### src/rtl/crc_dual_lsb_pkg.sv
package crc_dual_lsb_pkg;
  localparam int unsigned BYTE_W   = 8;
  localparam int unsigned NARROW_W = 8;
  localparam int unsigned WIDE_W   = 16;
  localparam logic [WIDE_W-1:0] NARROW_TAPS = 16'h0085;
  localparam logic [WIDE_W-1:0] WIDE_TAPS   = 16'h8005;
endpackage

### src/rtl/crcu_bit_feeder.sv
module crcu_bit_feeder #(
  parameter int unsigned BYTE_W = 8
) (
  input  logic              clk,
  input  logic              rst,
  input  logic              clear,
  input  logic              load,
  input  logic [BYTE_W-1:0] byte_in,
  output logic              bit_out,
  output logic              step,
  output logic              busy
);
  localparam int unsigned CW = $clog2(BYTE_W);

  logic [BYTE_W-1:0] hold_q;
  logic [CW-1:0]     left_q;
  logic              busy_q;

  // first bit is consumed in the load cycle itself
  assign bit_out = load ? byte_in[0] : hold_q[0];
  assign step    = load | busy_q;
  assign busy    = busy_q;

  always_ff @(posedge clk) begin
    if (rst || clear) begin
      hold_q <= '0;
      left_q <= '0;
      busy_q <= 1'b0;
    end else if (load) begin
      hold_q <= byte_in >> 1;
      left_q <= CW'(BYTE_W-1);
      busy_q <= 1'b1;
    end else if (busy_q) begin
      hold_q <= hold_q >> 1;
      left_q <= left_q - 1'b1;
      busy_q <= (left_q != CW'(1));
    end
  end

  assert_busy_after_load_R5: assert property (@(posedge clk) disable iff (rst)
    (load && !clear) |=> busy_q);
  assert_busy_ends_R5: assert property (@(posedge clk) disable iff (rst)
    (busy_q && left_q == CW'(1) && !clear) |=> !busy_q);
endmodule

### src/rtl/crcu_engine.sv
module crcu_engine #(
  parameter int unsigned WW = 16,
  parameter int unsigned NW = 8,
  parameter logic [WW-1:0] WTAPS = 16'h8005,
  parameter logic [WW-1:0] NTAPS = 16'h0085
) (
  input  logic          clk,
  input  logic          rst,
  input  logic          preset,
  input  logic          step_en,
  input  logic          zero_fill,
  input  logic          din,
  input  logic          wide,
  output logic [WW-1:0] crc_q
);
  logic          top_bit;
  logic          fb;
  logic [WW-1:0] shifted;
  logic [WW-1:0] nxt;

  always_comb begin
    top_bit = wide ? crc_q[WW-1] : crc_q[NW-1];
    fb      = zero_fill ? 1'b0 : (top_bit ^ din);
    if (wide) shifted = {crc_q[WW-2:0], 1'b0};
    else      shifted = {crc_q[WW-1:NW], crc_q[NW-2:0], 1'b0};
    nxt = shifted ^ (fb ? (wide ? WTAPS : NTAPS) : '0);
  end

  always_ff @(posedge clk) begin
    if (rst || preset) crc_q <= '1;
    else if (step_en)  crc_q <= nxt;
  end

  assert_hold_when_idle_R7: assert property (@(posedge clk) disable iff (rst)
    (!step_en && !preset) |=> $stable(crc_q));
endmodule

### src/rtl/crc_dual_lsb.sv
module crc_dual_lsb
  import crc_dual_lsb_pkg::*;
(
  input  logic                clk,
  input  logic                rst,
  input  logic                clear,
  input  logic                size_long,
  input  logic                byte_valid,
  input  logic [BYTE_W-1:0]   byte_in,
  output logic                byte_ready,
  input  logic                shift_en,
  output logic [WIDE_W-1:0]   result,
  output logic                result_valid,
  output logic                serial_bit,
  output logic                serial_valid
);
  logic              wide_q, have_q, busy, feed_bit, feed_step;
  logic              accept, shift_go, ser_bit_q, ser_vld_q;
  logic [WIDE_W-1:0] crc_q;

  assign accept   = byte_valid & ~busy & ~clear;
  assign shift_go = shift_en & ~busy & ~byte_valid & ~clear;

  crcu_bit_feeder #(.BYTE_W(BYTE_W)) u_feed (
    .clk(clk), .rst(rst), .clear(clear), .load(accept), .byte_in(byte_in),
    .bit_out(feed_bit), .step(feed_step), .busy(busy));

  crcu_engine #(.WW(WIDE_W), .NW(NARROW_W), .WTAPS(WIDE_TAPS), .NTAPS(NARROW_TAPS)) u_eng (
    .clk(clk), .rst(rst), .preset(clear), .step_en(feed_step | shift_go),
    .zero_fill(shift_go), .din(feed_bit), .wide(wide_q), .crc_q(crc_q));

  always_ff @(posedge clk) begin
    if (rst) begin
      wide_q    <= 1'b0;
      have_q    <= 1'b0;
      ser_bit_q <= 1'b0;
      ser_vld_q <= 1'b0;
    end else begin
      if (clear)       wide_q <= size_long;
      if (clear)       have_q <= 1'b0;
      else if (accept) have_q <= 1'b1;
      ser_vld_q <= shift_go;
      if (shift_go)
        ser_bit_q <= ~(wide_q ? crc_q[WIDE_W-1] : crc_q[NARROW_W-1]);
    end
  end

  assign result       = wide_q ? ~crc_q : {{(WIDE_W-NARROW_W){1'b0}}, ~crc_q[NARROW_W-1:0]};
  assign result_valid = have_q & ~busy;
  assign byte_ready   = ~busy;
  assign serial_bit   = ser_bit_q;
  assign serial_valid = ser_vld_q;

  assert_clear_presets_R2: assert property (@(posedge clk) disable iff (rst)
    clear |=> (result == '0 && !result_valid && byte_ready));
  assert_clear_wins_R10: assert property (@(posedge clk) disable iff (rst)
    (clear && byte_valid) |=> byte_ready);
  assert_ready_drop_R5: assert property (@(posedge clk) disable iff (rst)
    (byte_valid && byte_ready && !clear) |=> !byte_ready);
  assert_result_stable_R7: assert property (@(posedge clk) disable iff (rst)
    (result_valid && !clear && !shift_en && !byte_valid) |=> ($stable(result) && result_valid));
  assert_no_shift_busy_R9: assert property (@(posedge clk) disable iff (rst)
    (!byte_ready && !clear) |=> !serial_valid);
  assert_serial_needs_req_R8: assert property (@(posedge clk) disable iff (rst)
    serial_valid |-> $past(shift_en));
endmodule

### config.mk
export PLATFORM = sky130hd
export DESIGN_NAME = crc_dual_lsb
export DESIGN_NICKNAME = d
export VERILOG_FILES = /design/src/rtl/crc_dual_lsb_pkg.sv /design/src/rtl/crcu_bit_feeder.sv /design/src/rtl/crcu_engine.sv /design/src/rtl/crc_dual_lsb.sv
export SDC_FILE = /design/constraint.sdc
export NUM_CORES = 1
export LEC_CHECK = 0
export ABC_AREA = 1
export BUFFER_PORTS_ARGS = -buffer_cell sky130_fd_sc_hd__buf_2
export CORE_ASPECT_RATIO = 1.5
export CORE_UTILIZATION = 37
export DETAILED_ROUTE_END_ITERATION = 12
export PLACE_DENSITY = 0.57
export SLEW_MARGIN = 25
export SYNTH_ARGS = -nofsm -noshare
export SYNTH_HDL_FRONTEND = slang
export SYNTH_SLANG_ARGS = --single-unit
### constraint.sdc
create_clock -name clk -period 1.25 [get_ports clk]
set_input_delay 0.125 -clock clk [delete_from_list [all_inputs] [get_ports clk]]
set_output_delay 0.125 -clock clk [all_outputs]
set_load 0.005 [all_outputs]
* Word-level counts from Yosys, hierarchy flattened *
Index checks and enable logic that the tools add are counted.

storage, ports and cells
  bits in registers = 31
  input bits = 14
  output and inout port bits = 20
  word-level logic and storage cells = 42

cells by class
  add/sub/neg operators = 1
  equality and inequality tests = 1
  multiplexer cells = 13
  bitwise logic cells = 16
  reduce and logical (&&, ||, !) cells = 3

operators by type and width
  cell                                                   count
  2-to-1 mux 16 bit                                      4
  inverter 16 bit                                        1
  bitwise XOR 16 bit                                     1
  2-to-1 mux 7 bit                                       2
  inverter 8 bit                                         1
  bitwise AND 1 bit                                      6
  2-to-1 mux 3 bit                                       2
  2-to-1 mux 1 bit                                       5
  inverter 1 bit                                         4
  inequality test 3 x 1 -> 1 bit, second input constant  1
  subtractor 3 x 1 -> 3 bit, second input constant       1
  OR 1 bit                                               2
  nonzero test 2 bit                                     1
  OR reduction 2 bit                                     1
  logical OR 1 bit                                       1
  bitwise XOR 1 bit                                      1

* Depth between registers and ports, before layout *
  depth in word-level cells = 8
  depth in mapped cells = 10
  gate-level depth less buffers = 10

* Hierarchy *
A second synthesis with hierarchy kept.

second synthesis, totals
  cell total of the unflattened synthesis = 227
  area total of the unflattened synthesis = 1507.7 um^2

modules (own cells, without submodules)
  module           times used  cells an instance  area an instance (um^2)  seq. area each (um^2)
  crcu_engine      1           95                 700.7                    320.3
  crcu_bit_feeder  1           84                 550.5                    220.2
  crc_dual_lsb     1           48                 256.5                    80.1

* Least setup slack after synthesis *
No wires, ideal clock.

  path type = reg2reg
  from = register u_feed.busy_q, in the netlist u_feed.busy
  to = register u_eng.crc_q[5]
  library setup time = 119 ps
  arrival time = 1262 ps
  required time = 1131 ps
  setup slack = -131 ps
  cell stages (with the launch flop) = 9
  path buffers = 1
  clock period less this slack = 1381 ps
  cells stage by stage = dfxtp_1 -> nor2_2 -> nand2_4 -> inv_4 -> nor2_4 -> nand2_4 -> buf_6 -> a21oi_1 -> o21ai_1

between the ends
  cells in the longest elaborated chain, start to end = 8
  elaborated cells between the ends (all ways) = 13
  classes of those cells = mux (3); bitwise (10)

ends and longest elaborated chain
  what                             RTL line                                text
  start: declaration               crcu_bit_feeder.sv:17                   logic busy_q;
  start signal: assignment         crcu_bit_feeder.sv:36                   busy_q <= (left_q != CW'(1));
  inverter 1 bit                   crc_dual_lsb.sv:21, crc_dual_lsb.sv:22
  bitwise AND 1 bit (2 in series)  crc_dual_lsb.sv:21                      assign accept = byte_valid & ~busy & ~clear;
  2-to-1 mux 1 bit                 crcu_bit_feeder.sv:20                   assign bit_out = load ? byte_in[0] : hold_q[0];
  bitwise XOR 1 bit                crcu_engine.sv:23                       fb = zero_fill ? 1'b0 : (top_bit ^ din);
  2-to-1 mux 1 bit                 crcu_engine.sv:23
  2-to-1 mux 16 bit                crcu_engine.sv:26                       nxt = shifted ^ (fb ? (wide ? WTAPS : NTAPS) : '0);
  bitwise XOR 16 bit               crcu_engine.sv:26
  end signal: assignment           crcu_engine.sv:31                       else if (step_en) crc_q <= nxt;
  end: declaration                 crcu_engine.sv:14                       output logic [WW-1:0] crc_q

Parallel ways exist; a longest one is shown, timed or not.
A chain may end at the register's enable or synchronous reset.

* Worst setup path in the final report *
  from = register wide_q
  to = register u_eng.crc_q[7]

between the ends
  cells in the longest elaborated chain, start to end = 5
  elaborated cells between the ends (all ways) = 6
  classes of those cells = mux (4); bitwise (2)

ends and longest elaborated chain
  what                      RTL line            text
  start: declaration        crc_dual_lsb.sv:17  logic wide_q, have_q, busy, feed_bit, feed_step;
  start signal: assignment  crc_dual_lsb.sv:39  if (clear) wide_q <= size_long;
  2-to-1 mux 1 bit          crcu_engine.sv:22   top_bit = wide ? crc_q[WW-1] : crc_q[NW-1];
  bitwise XOR 1 bit         crcu_engine.sv:23
  2-to-1 mux 1 bit          crcu_engine.sv:23
  2-to-1 mux 16 bit (*)     crcu_engine.sv:26
  bitwise XOR 16 bit (*)    crcu_engine.sv:26

Mark *: on every way between the ends. The rest lies on a longest branch, timed or not.

==> summary.txt <==
Min path
  • Worst Hold Class: in -> reg
  • Hold path start: rst
  • WHS Path Cells: 2

STA
  • Worst Tran Pin Value: 0.520 ns
  • WHS: 0.0404 ns
  • Final Slew Violations: 0
  • Final setup fails: 5
  • Final Skew: 0.00718 ns
  • RSZ-0062 raised after global routing: true
  • Final worst slack: -0.0659 ns
  • Period utilisation layout: 105%
  • Slew headroom: 65.3%
  • Tmin final: 1.32 ns
  • F_max: 760 MHz
  • Setup TNS: -0.138 ns
  • Final hold violation count: 0

Critical path
  • Crit path launch: wide_q$_SDFFE_PP0P_
  • R2R Path Start: wide_q$_SDFFE_PP0P_
  • R2R depth: 8
  • Max stage delay cell, worst path: dfxtp_2
  • R2R Setup Slk: -0.07 ns
  • WP data arrival: 1.55 ns
  • Crit. End Element: flop
  • Crit path max fanout: 5
  • Most Frequent Cell on Critical Path: nand2_1
  • Worst EP required: 1.48 ns
  • Slowest stage delay, CP: 0.34 ns
  • CP Class: reg -> reg
  • Startpoint class of the critical path: flop
  • CP Cell Sequence: o21ai_0 -> nand3_2 -> nand2_4 -> buf_4 -> nand4_1 -> nand2_1 -> nand2_1 -> nand2_1

Cells and area
  • Ant. Diodes: 0
  • Register area: 626 sq um
  • Multi-input gate area: 673 sq um
  • Highest-count cells in the layout ignoring fill and taps: 49 x nand2_1, 33 x buf_2, 29 x dfxtp_1, 25 x inv_1, 17 x buf_4
  • Finished Core Util: 53.3%
  • Non-Filler Instances: 286
  • Filler Cells Inserted: 344
  • Layout Nets: 260
  • Most common cell after layout, fill and taps aside: nand2_1
  • Area growth, synth to finish: 35.8%
  • Share of cells above drive strength 1: 32.4%
  • Fin area: 1860 sq um

Die
  • Chip height: 76.4 um
  • # rows: 26
  • IO Pins: 34
  • Core ar.: 3480 sq um
  • Die area: 3940 sq um
  • Initial Util: 39.3%
  • DIE WIDTH: 51.6 um

Global route
  • Largest net degree at the start of global routing: 17
  • Grt ovf: 0
  • First-pass GRT wire length: 5.15 mm
  • Initial antenna violation count: 0
  • All-Layer GR Usage: 17.6%
  • Vias in the first global route: 1213

Clock tree
  • CTS tree: yes
  • Number of H-tree levels: 2
  • Clock Root Buffer: clkbuf_8
  • Sink Count: 31
  • Num CTS Buffers: 5
  • Clock Latency Late Sink: 0.28 ns
  • Clk pin slew, worst setup/hold paths: 0.06 ns
  • Hold Buf Count CTS: 0
  • Largest buffer count on any clock path: 2

Drt
  • Wirelength per Cell: 11.1 um
  • Routed WL: 3.18 mm
  • Antenna Nets Post-Route: 0
  • Vias per cell: 4.73
  • # DRC: 0
  • Drt pass-1 iters: 3
  • Total number of vias: 1354
  • DRT iter0 DRCs: 21

Synthesis
  • Syn avg cell area: 7.19 sq um
  • Synthesized net count: 206
  • Syn. warnings: 0
  • Syn Inst Count: 190
  • Post-Synthesis Cell Area: 1370 sq um
  • Post-synthesis cell type count: 22
  • Sequential fraction of the synthesis area: 45.4%
  • Seq cells post-synth: 31

Placement
  • Placed Instance Area: 1680 sq um
  • IO Port Bufs: 33
  • Pre-CTS setup slack: -0.0563 ns
  • # placed instances: 274
  • DP HPWL: 2.20 mm
  • GP Congestion: 0.724

Pwr
  • Total Power: 2.16 mW
  • Pwr dens: 1160 nW/um^2
  • Leak: 0.958 nW
  • Worst vdd ir: 0.000680 V

Status
  • Status: complete, but fails checks
  • Failing checks: setup timing

Job
  • Max_cap viols: 0
routing by layer:
layer  part of all wire, %  vias to the layer above  GRT usage, %
li1                      -                      713             -
met1                    43                      607          18.7
met2                    52                       27          30.5
met3                   2.7                        7          3.59
met4                   2.1                        0          10.5
met5                     0                        -             0
logic make-up (layout without fill, tap and decap cells):
kind of cell               Yosys count  count (layout)  synth area share, %
AOI/OAI and AO/OA                   32              32                 12.8
xor gates and xnor gates             1               1                0.641
adders and majority gates            2               2                 1.83
buffers and inverters               32              85                 9.52
DFF                                 31              31                 45.4
and+or+nand+nor                     92              93                 29.8
cell usage after synthesis:
| cell | number | area share, % |
|---|---|---|
| nand3_1 | 16 | 5.9 |
| o21ai_0 | 9 | 3.3 |
| a31oi_1 | 6 | 2.7 |
| dfxtp_1 | 31 | 45 |
| nand2_1 | 53 | 15 |
| a21oi_1 | 12 | 4.4 |
| nand4_1 | 1 | 0.46 |
| clkbuf_1 | 4 | 1.1 |
| nor2_1 | 16 | 4.4 |
| inv_1 | 25 | 6.9 |
| ha_1 | 2 | 1.8 |
| a211oi_1 | 1 | 0.55 |
| inv_2 | 1 | 0.27 |
| nand3_2 | 1 | 0.73 |
| nor2_4 | 1 | 0.82 |
| inv_4 | 1 | 0.46 |
| buf_6 | 1 | 0.82 |
| o211ai_1 | 2 | 1.1 |
| nand2_4 | 3 | 2.5 |
| o21ai_1 | 2 | 0.73 |
| xnor2_1 | 1 | 0.64 |
| nor2_2 | 1 | 0.46 |
state kept, by name (all words and copies together), names as in the netlist:
register and flops:
u_feed.left_q 3, u_feed.busy 1, have_q 1, u_eng.crc_q 16, serial_valid 1, serial_bit 1, wide_q 1, u_feed.hold_q 7
layout make-up:
class	instances	share of cell area (%)
flip-flops and latches	31	33.7
clock inverters	1	0.270
well taps	42	2.83
multi-input cells	128	36.3
repair buffers	51	16.6
clock buffers	6	4.45
inverters	27	5.87
power breakdown:
part | switching, mW | internal, mW | total (mW)
sequential | 0.0224 | 1.02 | 1.04
clock | 0.367 | 0.431 | 0.798
combinational | 0.180 | 0.136 | 0.316
final timing paths:
check	endpoint
max	u_eng.crc_q[7]$_SDFFE_PP1P_
min	serial_valid$_SDFF_PP0_
max reg2reg	u_eng.crc_q[7]$_SDFFE_PP1P_
min reg2reg	serial_bit$_SDFFE_PP0P_
what timing repair did:
action	CTS	global route
gates resized for setup	5	8
hold endpoints to repair	0	0
endpoints found under the setup margin	5	18
setup buffers	0	4
cloned	0	1
pin swaps	1	5
worst max-delay path: cells and delay by family, from the launching register on:
kind                   cells  cell delay [ns]
AND/OR/NAND/NOR            6             0.51
flip-flops                 1             0.34
buffers and inverters      1             0.11
AO/OA/AOI/OAI              1             0.33
No activity file was read; power rests on OpenSTA's default activity.
